===== src/rtl/tick_pwm_pkg.sv =====
package tick_pwm_pkg;

  // Counter and field widths
  localparam int CNT_W  = 8;
  localparam int DUTY_W = CNT_W - 1;
  localparam int PSC_W  = 2;
  localparam int ADDR_W = 2;
  localparam int DATA_W = 8;

  // Register map
  localparam logic [ADDR_W-1:0] ADDR_CTRL = 2'd0;
  localparam logic [ADDR_W-1:0] ADDR_DUTY = 2'd1;

  // Bit position of the enable flag inside the control register
  localparam int CTRL_EN_BIT = 7;

  typedef struct packed {
    logic             en;
    logic [PSC_W-1:0] psc;
  } ctrl_t;

endpackage


===== src/rtl/tick_pwm_regs.sv =====
module tick_pwm_regs
  import tick_pwm_pkg::*;
#(
  parameter int P_ADDR_W = ADDR_W,
  parameter int P_DATA_W = DATA_W,
  parameter int P_PSC_W  = PSC_W,
  parameter int P_DUTY_W = DUTY_W,
  parameter int P_EN_BIT = CTRL_EN_BIT
) (
  input  logic                clk,
  input  logic                rst_n,
  input  logic [P_ADDR_W-1:0] reg_addr,
  input  logic                reg_we,
  input  logic [P_DATA_W-1:0] reg_wdata,
  output logic [P_DATA_W-1:0] reg_rdata,
  output logic                ctrl_en,
  output logic [P_PSC_W-1:0]  ctrl_psc,
  output logic [P_DUTY_W-1:0] duty
);

  logic                en_q;
  logic [P_PSC_W-1:0]  psc_q;
  logic [P_DUTY_W-1:0] duty_q;
  logic [P_DATA_W-1:0] rd_q;
  logic [P_DATA_W-1:0] rd_nxt;
  logic                hit_ctrl;
  logic                hit_duty;

  assign hit_ctrl = reg_we && (reg_addr == P_ADDR_W'(ADDR_CTRL));
  assign hit_duty = reg_we && (reg_addr == P_ADDR_W'(ADDR_DUTY));

  // Writable fields only; reserved bits have no storage
  always_ff @(posedge clk) begin
    if (!rst_n) begin
      en_q   <= 1'b0;
      psc_q  <= '0;
      duty_q <= '0;
    end else begin
      if (hit_ctrl) begin
        en_q  <= reg_wdata[P_EN_BIT];
        psc_q <= reg_wdata[P_PSC_W-1:0];
      end
      if (hit_duty) begin
        duty_q <= reg_wdata[P_DUTY_W-1:0];
      end
    end
  end

  // Read mux: shows the stored value before this cycle's write
  always_comb begin
    rd_nxt = '0;
    if (reg_addr == P_ADDR_W'(ADDR_CTRL)) begin
      rd_nxt[P_EN_BIT]        = en_q;
      rd_nxt[P_PSC_W-1:0]     = psc_q;
    end else if (reg_addr == P_ADDR_W'(ADDR_DUTY)) begin
      rd_nxt[P_DUTY_W-1:0]    = duty_q;
    end
  end

  always_ff @(posedge clk) begin
    if (!rst_n) rd_q <= '0;
    else        rd_q <= rd_nxt;
  end

  assign reg_rdata = rd_q;
  assign ctrl_en   = en_q;
  assign ctrl_psc  = psc_q;
  assign duty      = duty_q;

endmodule


===== src/rtl/tick_pwm_counter.sv =====
module tick_pwm_counter
  import tick_pwm_pkg::*;
#(
  parameter int P_CNT_W = CNT_W,
  parameter int P_PSC_W = PSC_W
) (
  input  logic               clk,
  input  logic               rst_n,
  input  logic               en,
  input  logic               tick,
  input  logic [P_PSC_W-1:0] psc,
  output logic [P_CNT_W-1:0] cnt,
  output logic [P_CNT_W-1:0] low_mask
);

  localparam int NSEL = 1 << P_PSC_W;

  logic [P_CNT_W-1:0] rst_bit_tab [NSEL];
  logic [P_CNT_W-1:0] mask_tab    [NSEL];
  logic [P_CNT_W-1:0] cnt_q;
  logic [P_CNT_W-1:0] cnt_inc;
  logic [P_CNT_W-1:0] sel_bit;
  logic               wrap;

  // One reset-bit and below-bit mask per prescaler setting
  for (genvar g = 0; g < NSEL; g++) begin : g_sel
    localparam logic [P_CNT_W-1:0] ONE_HOT =
      P_CNT_W'(1) << (P_CNT_W - 1 - g);
    assign rst_bit_tab[g] = ONE_HOT;
    assign mask_tab[g]    = ONE_HOT - P_CNT_W'(1);
  end

  assign sel_bit  = rst_bit_tab[psc];
  assign low_mask = mask_tab[psc];
  assign cnt_inc  = cnt_q + P_CNT_W'(1);
  assign wrap     = |(cnt_inc & sel_bit);

  // Prescaler changes never clear the count; only the wrap test moves
  always_ff @(posedge clk) begin
    if (!rst_n)      cnt_q <= '0;
    else if (!en)    cnt_q <= '0;
    else if (tick)   cnt_q <= wrap ? '0 : cnt_inc;
  end

  assign cnt = cnt_q;

endmodule


===== src/rtl/tick_pwm_cmp.sv =====
module tick_pwm_cmp
  import tick_pwm_pkg::*;
#(
  parameter int P_CNT_W  = CNT_W,
  parameter int P_DUTY_W = DUTY_W
) (
  input  logic                en,
  input  logic [P_CNT_W-1:0]  cnt,
  input  logic [P_CNT_W-1:0]  low_mask,
  input  logic [P_DUTY_W-1:0] duty,
  output logic                pwm
);

  logic [P_CNT_W-1:0] phase;
  logic [P_CNT_W-1:0] duty_ext;

  // Only the bits under the active reset bit count as the phase
  assign phase    = cnt & low_mask;
  assign duty_ext = P_CNT_W'(duty);
  assign pwm      = en && (phase < duty_ext);

endmodule


===== src/rtl/tick_pwm.sv =====
module tick_pwm
  import tick_pwm_pkg::*;
#(
  parameter int P_CNT_W  = CNT_W,
  parameter int P_PSC_W  = PSC_W,
  parameter int P_ADDR_W = ADDR_W,
  parameter int P_DATA_W = DATA_W
) (
  input  logic                clk,
  input  logic                rst_n,
  input  logic                tick,
  input  logic [P_ADDR_W-1:0] reg_addr,
  input  logic                reg_we,
  input  logic [P_DATA_W-1:0] reg_wdata,
  output logic [P_DATA_W-1:0] reg_rdata,
  output logic                pwm_out
);

  localparam int L_DUTY_W = P_CNT_W - 1;

  logic                ctrl_en;
  logic [P_PSC_W-1:0]  ctrl_psc;
  logic [L_DUTY_W-1:0] duty_val;
  logic [P_CNT_W-1:0]  cnt_val;
  logic [P_CNT_W-1:0]  low_mask;

  tick_pwm_regs #(
    .P_ADDR_W (P_ADDR_W),
    .P_DATA_W (P_DATA_W),
    .P_PSC_W  (P_PSC_W),
    .P_DUTY_W (L_DUTY_W),
    .P_EN_BIT (CTRL_EN_BIT)
  ) u_regs (
    .clk       (clk),
    .rst_n     (rst_n),
    .reg_addr  (reg_addr),
    .reg_we    (reg_we),
    .reg_wdata (reg_wdata),
    .reg_rdata (reg_rdata),
    .ctrl_en   (ctrl_en),
    .ctrl_psc  (ctrl_psc),
    .duty      (duty_val)
  );

  tick_pwm_counter #(
    .P_CNT_W (P_CNT_W),
    .P_PSC_W (P_PSC_W)
  ) u_cnt (
    .clk      (clk),
    .rst_n    (rst_n),
    .en       (ctrl_en),
    .tick     (tick),
    .psc      (ctrl_psc),
    .cnt      (cnt_val),
    .low_mask (low_mask)
  );

  tick_pwm_cmp #(
    .P_CNT_W  (P_CNT_W),
    .P_DUTY_W (L_DUTY_W)
  ) u_cmp (
    .en       (ctrl_en),
    .cnt      (cnt_val),
    .low_mask (low_mask),
    .duty     (duty_val),
    .pwm      (pwm_out)
  );

endmodule


===== config.mk =====
export PLATFORM = sky130hd
export DESIGN_NAME = tick_pwm
export DESIGN_NICKNAME = d
export VERILOG_FILES = /design/src/rtl/tick_pwm_pkg.sv /design/src/rtl/tick_pwm_regs.sv /design/src/rtl/tick_pwm_counter.sv /design/src/rtl/tick_pwm_cmp.sv /design/src/rtl/tick_pwm.sv
export SDC_FILE = /design/constraint.sdc
export NUM_CORES = 1
export LEC_CHECK = 0
export BUFFER_PORTS_ARGS = -buffer_cell sky130_fd_sc_hd__buf_2
export CAP_MARGIN = 15
export CORE_MARGIN = 2
export CORE_UTILIZATION = 40
export CTS_CLUSTER_DIAMETER = 60
export DETAILED_ROUTE_END_ITERATION = 7
export PLACE_DENSITY_LB_ADDON = 0.2
export SYNTH_ARGS = -nofsm -noshare
export SYNTH_HDL_FRONTEND = slang
export SYNTH_HIERARCHICAL = 1
export SYNTH_SLANG_ARGS = --single-unit

===== constraint.sdc =====
create_clock -name clk -period 5.5 [get_ports clk]
set_input_delay 0.275 -clock clk [delete_from_list [all_inputs] [get_ports clk]]
set_output_delay 0.275 -clock clk [all_outputs]
set_load 0.005 [all_outputs]

== Word level (Yosys, flattened, before mapping) ==
Cells that the tools add are included.
W data, S select, Z words.

* Register bits: 26
* Bits of input ports: 14
* Output and inout port bits: 9
* Logic and storage cells: 33

* $add $sub $neg: 1
* $lt $le $gt $ge: 2
* Eq/ne operators: 1
* Mux-type cells: 9
* Bitwise operators: 5
* Reduce and logical (&&, ||, !) cells: 8

{| class="wikitable"
|+ Operator list
! cell !! count
|-
| $mux W8 || 5
|-
| $bmux W8 S2 || 2
|-
| $and A8 B8 Y8 || 2
|-
| $add A8 B1 Y8 const B || 1
|-
| $lt A8 B7 Y1 || 1
|-
| $reduce_or A8 Y1 || 1
|-
| $mux W2 || 2
|-
| $reduce_and A2 Y1 || 2
|-
| $ge A3 B3 Y1 const B || 1
|-
| $logic_and A1 B1 Y1 || 3
|-
| $not A2 Y3 || 1
|-
| $reduce_or A3 Y1 || 1
|-
| $eq A2 B1 Y1 const B || 1
|-
| $logic_not A2 Y1 || 1
|-
| $not A1 Y1 || 2
|}

== Depth between registers and ports, before layout ==
* Depth after elaboration: 7
* Mapped depth: 7
* Gate-level depth less buffers: 7

== Hierarchy ==
Netlist, hierarchy kept.

{| class="wikitable"
|+ Modules (own cells, without submodules)
! module !! instances !! cells an instance !! area an instance (um^2)
|-
| tick_pwm_regs || 1 || 64 || 674.4
|-
| tick_pwm_counter || 1 || 74 || 566.8
|-
| tick_pwm_cmp || 1 || 28 || 205.2
|}

== Worst setup path before layout ==
OpenSTA, ideal clock, no wires.

* Kind: register to register
* From: register u_cnt.cnt_q[0] (netlist: u_cnt/cnt[0])
* To: register u_cnt.cnt_q[2] (netlist: u_cnt/cnt[2])
* Arrival time: 1.642 ns
* Required time: 5.377 ns
* Setup slack: 3.735 ns
* Cell stages (with the launch flop): 7
* Buffers on the path: 0
* Period minus slack after synthesis: 1.765 ns
* Cells stage by stage: dfxtp_1 ha_1 a31o_2 a211oi_1 nor4_4 a21oi_1 o22ai_1

* Longest elaborated chain between the ends: 4

{| class="wikitable"
|+ RTL lines
! item !! line !! source
|-
| start, declared || tick_pwm_counter.sv:20 || <nowiki>logic [P_CNT_W-1:0] cnt_q;</nowiki>
|-
| start signal, assigned || tick_pwm_counter.sv:42 || <nowiki>else if (tick) cnt_q <= wrap ? '0 : cnt_inc;</nowiki>
|-
| $add A8 B1 Y8 (*) || tick_pwm_counter.sv:35 || <nowiki>assign cnt_inc = cnt_q + P_CNT_W'(1);</nowiki>
|-
| $and A8 B8 Y8 || tick_pwm_counter.sv:36 || <nowiki>assign wrap = |(cnt_inc & sel_bit);</nowiki>
|-
| $reduce_or A8 Y1 || tick_pwm_counter.sv:36 ||
|-
| $mux W8 (*) || tick_pwm_counter.sv:42 ||
|}

Mark *: on every way between the ends. The rest lies on a longest branch, timed or not.
A chain may end at the register's enable or synchronous reset.

== Final worst setup path ==
* From: register u_cnt.cnt_q[2] (netlist: u_cnt/cnt[2])
* To: output port pwm_out

* Longest elaborated chain between the ends: 3

{| class="wikitable"
|+ RTL lines
! item !! line !! source
|-
| $and A8 B8 Y8 || tick_pwm_cmp.sv:18 || <nowiki>assign phase = cnt & low_mask;</nowiki>
|-
| $lt A8 B7 Y1 || tick_pwm_cmp.sv:20 || <nowiki>assign pwm = en && (phase < duty_ext);</nowiki>
|-
| $logic_and A1 B1 Y1 || tick_pwm_cmp.sv:20 ||
|-
| end, declared || tick_pwm.sv:16 || <nowiki>output logic pwm_out</nowiki>
|}

No other way between the ends.

==> qor.tcl <==
set qor(worst-path-stages) 6
set qor(placementRows) 21
set qor(switching_share_pct) 21.45
set qor(avgRoutedWirePerCell_um) 11.90
set qor(regToRegEndpoint) {u_cnt/cnt[4]}
set qor(grt_first_pass_wirelength_um) 4899
set qor(synth.yosys.warnings) 6
set qor(leading_cell_types_in_the_layout_fill_and_taps_excluded) {sky130_fd_sc_hd__nand2_1, sky130_fd_sc_hd__dfxtp_1, sky130_fd_sc_hd__buf_2}
set qor(pwr-share-clk_pct) 37.2
set qor(sequentialPowerShare_pct) 55.1
set qor(final_setup_violation_count) 0
set qor(worst_path_largest_cell_delay_ns) 0.49
set qor(worst_clock_skew_ns) 0.01487
set qor(worstPathCellList) {and2_1 > ha_1 > a21o_1 > a211o_1 > a41oi_2 > buf_2}
set qor(floorplan.initialDensity_pct) 42.34
set qor(maxSlewViolCount) 0
set qor(r2r_start) {u_cnt/cnt[2]}
set qor(antenna_violating_nets_left) 0
set qor(setup-tns-final_ns) 0
set qor(drt_pre_antenna_iters) 4
set qor(place.gp.congestion) 0.9019
set qor(power_per_cell_area_mw_per_mm2) 219.6
set qor(critPathMaxFanout) 8
set qor(cp-startpoint) {u_cnt/cnt[2]}
set qor(vdd.ir_drop.worst_v) 0.0001164
set qor(worstPathArrival_ns) 2.00
set qor(numClockSinks) 26
set qor(vias_per_cell) 5.009
set qor(relSlewSlack_pct) 66.06
set qor(detail_route.iter0.violations) 33
set qor(layout-drive-gt1-share_pct) 22.04
set qor(drc) 0
set qor(diode_count) 0
set qor(clk_path_buf_depth) 2
set qor(cap_viol_max_count) 0
set qor(period_share_pct) 41.44
set qor(cellLeakagePower_nw) 0.6528
set qor(synthToLayoutAreaGrowth_pct) 11.16
set qor(cp-end-kind) {primary output}
set qor(power.switching_w) 0.00007576
set qor(layout.nets) 208
set qor(place_hpwl_um) 2212
set qor(required_arrival_time_at_the_worst_endpoint_ns) 5.22
set qor(rr_worst_depth) 6
set qor(crit_path_start_kind) {flip-flop}
set qor(multi_input_comb_area_um2) 814.5
set qor(critical_path_s_top_delay_family) {compound AO/OA/AOI/OAI gates}
set qor(crit_end) {pwm_out}
set qor(grt_pass1_vias) 1095
set qor(grt_start_max_net_pins) 22
set qor(combPwrFrac_pct) 7.8
set qor(htree_num_levels) 1
set qor(clock-root-buffer) {sky130_fd_sc_hd__clkbuf_4}
set qor(post_synth.cell_area_avg_um2) 8.713
set qor(synth.distinct_cells) 42
set qor(critical-path-slowest-cell) {sky130_fd_sc_hd__dfxtp_1}
set qor(clk_pin_slew_worst_paths_ns) 0.15
set qor(unrepaired_setup_endpoints_after_global_routing) {no}
set qor(worst_margin_slew_ns) 0.5061
set qor(place.port_buffers) 22
set qor(synth_cells) 166
set qor(final.min_clock_period_ns) 2.279
set qor(status) {finished clean}
set qor(die-height_um) 64.13
set qor(dieWidth_um) 64.13
set qor(mostFrequentLayoutCell) {sky130_fd_sc_hd__nand2_1}
set qor(fmax_mhz) 438.7
set qor(path_buf_inv) 1
set qor(core_region_area_mm2) 0.003416
set qor(synth_area_mm2) 0.001446
set qor(post-layout-total-power_w) 0.0003531
set qor(detail_route.wirelength_um) 2761
set qor(cts_repair_resize_count) 0
set qor(floorplan.die_area_mm2) 0.004113
set qor(antenna_found_initial) 0
set qor(seq_area_frac_synth_pct) 35.99
set qor(num_vias) 1162
set qor(aggregate_global_routing_overflow) 0
set qor(area_taken_by_flip_flops_and_latches_um2) 520.5
set qor(cts-buffers-inserted) 3
set qor(design.portCount) 23
set qor(globalRouteTotalUtil_pct) 14.98
set qor(worst-setup-path-type) {flip-flop to primary output}
set qor(hold_path_class) {primary input to flip-flop}
set qor(fillers) 347
set qor(final_hold_viols) 0
set qor(tritoncts) {built}
set qor(cts_hold_repair.buffers) 0
set qor(ff2ff_setup_slack_ns) 3.52
set qor(intPower_w) 0.0002774
set qor(number_of_buffers_inserted_by_post_cts_setup_repair) 0
set qor(clock_network_latency_to_the_later_pin_of_the_worst_skew_pair_ns) 0.32
set qor(seq_cells_post_synth) 26
-- cell usage after synthesis --
master / count / area (um^2)
sky130_fd_sc_hd__nand2_1: 29 / 108.9
sky130_fd_sc_hd__dfxtp_1: 26 / 520.5
sky130_fd_sc_hd__inv_1: 14 / 52.55
sky130_fd_sc_hd__mux2i_1: 13 / 130.1
sky130_fd_sc_hd__ha_1: 7 / 87.58
sky130_fd_sc_hd__nor2_1: 7 / 26.28
sky130_fd_sc_hd__and2_1: 6 / 37.54
sky130_fd_sc_hd__and3_2: 6 / 45.04
sky130_fd_sc_hd__a21oi_1: 5 / 25.02
sky130_fd_sc_hd__buf_4: 5 / 37.54
sky130_fd_sc_hd__nand3_1: 5 / 25.02
sky130_fd_sc_hd__nand4_1: 4 / 25.02
sky130_fd_sc_hd__o22ai_1: 3 / 18.77
sky130_fd_sc_hd__a21o_1: 2 / 15.01
sky130_fd_sc_hd__buf_2: 2 / 10.01
sky130_fd_sc_hd__buf_6: 2 / 22.52
sky130_fd_sc_hd__conb_1: 2 / 7.510
sky130_fd_sc_hd__nor3_1: 2 / 10.01
sky130_fd_sc_hd__o211ai_1: 2 / 15.01
sky130_fd_sc_hd__o21ai_1: 2 / 10.01
sky130_fd_sc_hd__a211o_1: 1 / 8.760
sky130_fd_sc_hd__a211oi_1: 1 / 7.510
sky130_fd_sc_hd__a22oi_1: 1 / 7.510
sky130_fd_sc_hd__a31o_2: 1 / 8.760
sky130_fd_sc_hd__a31oi_1: 1 / 6.260
sky130_fd_sc_hd__a41oi_2: 1 / 16.27
sky130_fd_sc_hd__and2b_1: 1 / 7.510
sky130_fd_sc_hd__and3_1: 1 / 6.260
sky130_fd_sc_hd__and3b_1: 1 / 8.760
sky130_fd_sc_hd__nand2_2: 1 / 6.260
sky130_fd_sc_hd__nand2b_1: 1 / 6.260
sky130_fd_sc_hd__nand3_2: 1 / 10.01
sky130_fd_sc_hd__nand4b_1: 1 / 8.760
sky130_fd_sc_hd__nor3b_1: 1 / 7.510
sky130_fd_sc_hd__nor3b_4: 1 / 18.77
sky130_fd_sc_hd__nor4_1: 1 / 6.260
sky130_fd_sc_hd__nor4_2: 1 / 12.51
sky130_fd_sc_hd__nor4_4: 1 / 21.27
sky130_fd_sc_hd__o211a_4: 1 / 17.52
sky130_fd_sc_hd__o21a_1: 1 / 7.510
sky130_fd_sc_hd__or3_2: 1 / 7.510
sky130_fd_sc_hd__xor2_1: 1 / 8.760
-- routing by layer --
metal  global-route usage, %  vias up  share of wire [%]
met5                       0        -                  0
met4                   5.851        0                1.5
met3                   2.113        4                4.6
met2                   23.70       33                 47
met1                   20.59      516                 47
li1                        -      609                  -
-- worst min-delay path by stage --
| stage | slack (ns) | depth (start not counted) | startpoint | end |
|---|---|---|---|---|
| floorplan | 0.42 | 2 | reg_wdata[2] | u_regs/duty[2] |
| global placement | 0.46 | 2 | u_regs/duty[2] | u_regs/duty[2] |
| detailed placement | 0.47 | 2 | u_regs/duty[2] | u_regs/duty[2] |
| CTS | 0.16 | 3 | reg_wdata[2] | u_regs/duty[2] |
| global route | 0.16 | 3 | reg_wdata[2] | u_regs/duty[2] |
| finish | 0.17 | 3 | reg_wdata[2] | u_regs/duty[2] |
-- state kept, by name, indices dropped and copies added, names as in the netlist --
signal            flops
u_regs/ctrl_en        1
u_regs/duty           7
u_regs/reg_rdata      8
u_regs/ctrl_psc       2
u_cnt/cnt             8
-- cells by family (layout without fill, tap and decap cells) --
kind of cell / Yosys count / in the layout / synth area share, %
AO/OA/AOI/OAI: 22 / 22 / 11.33
XOR/XNOR: 1 / 1 / 0.6056
adder cells (fa/ha/maj): 7 / 7 / 6.055
buffers and inverters: 23 / 40 / 8.478
flip-flops: 26 / 26 / 35.99
multiplexers: 13 / 13 / 8.996
other: 2 / 5 / 0.5192
AND/OR/NAND/NOR: 72 / 72 / 28.03
-- tightest hold or removal path, delay by kind of cell --
| family | cells | cell delay (ns) |
|---|---|---|
| and+or+nand+nor | 1 | 0.04 |
| muxes | 1 | 0.06 |
| buffers and inverters | 1 | 0.09 |
-- metrics by stage --
stage / cell area [um^2] / cells / setup slack [ns] / hold slack [ns] / util, %
finish: 1608 / 232 / 3.221 / 0.1724 / 47.07
global route: 1608 / 232 / 3.050 / 0.1579 / 47.07
CTS: 1608 / 232 / 3.177 / 0.1601 / 47.07
detailed placement: 1555 / 228 / 3.570 / 0.4740 / 45.53
global placement: 1555 / 228 / 3.577 / 0.4642 / 45.53
floorplan: 1458 / 169 / 3.735 / 0.4171 / -
-- cell type report --
type / count / share of cell area [%]
clock buffer: 3 / 1.401
clock inverter: 1 / 1.868
multi-input combinational: 120 / 50.66
timing repair buffer: 22 / 6.848
tap: 46 / 3.580
sequential: 26 / 32.37
inverter: 14 / 3.268
-- power by group through the flow --
stage / registers, W / logic (W) / clock network [W]
floorplan: 0.000198 / 0.0000221 / 0
global placement: 0.000199 / 0.0000265 / 0
detailed placement: 0.000199 / 0.0000274 / 0
CTS: 0.000195 / 0.0000275 / 0.000137
global route: 0.000195 / 0.0000310 / 0.000146
finish: 0.000194 / 0.0000274 / 0.000131
Power figures use the tool's default switching activity.
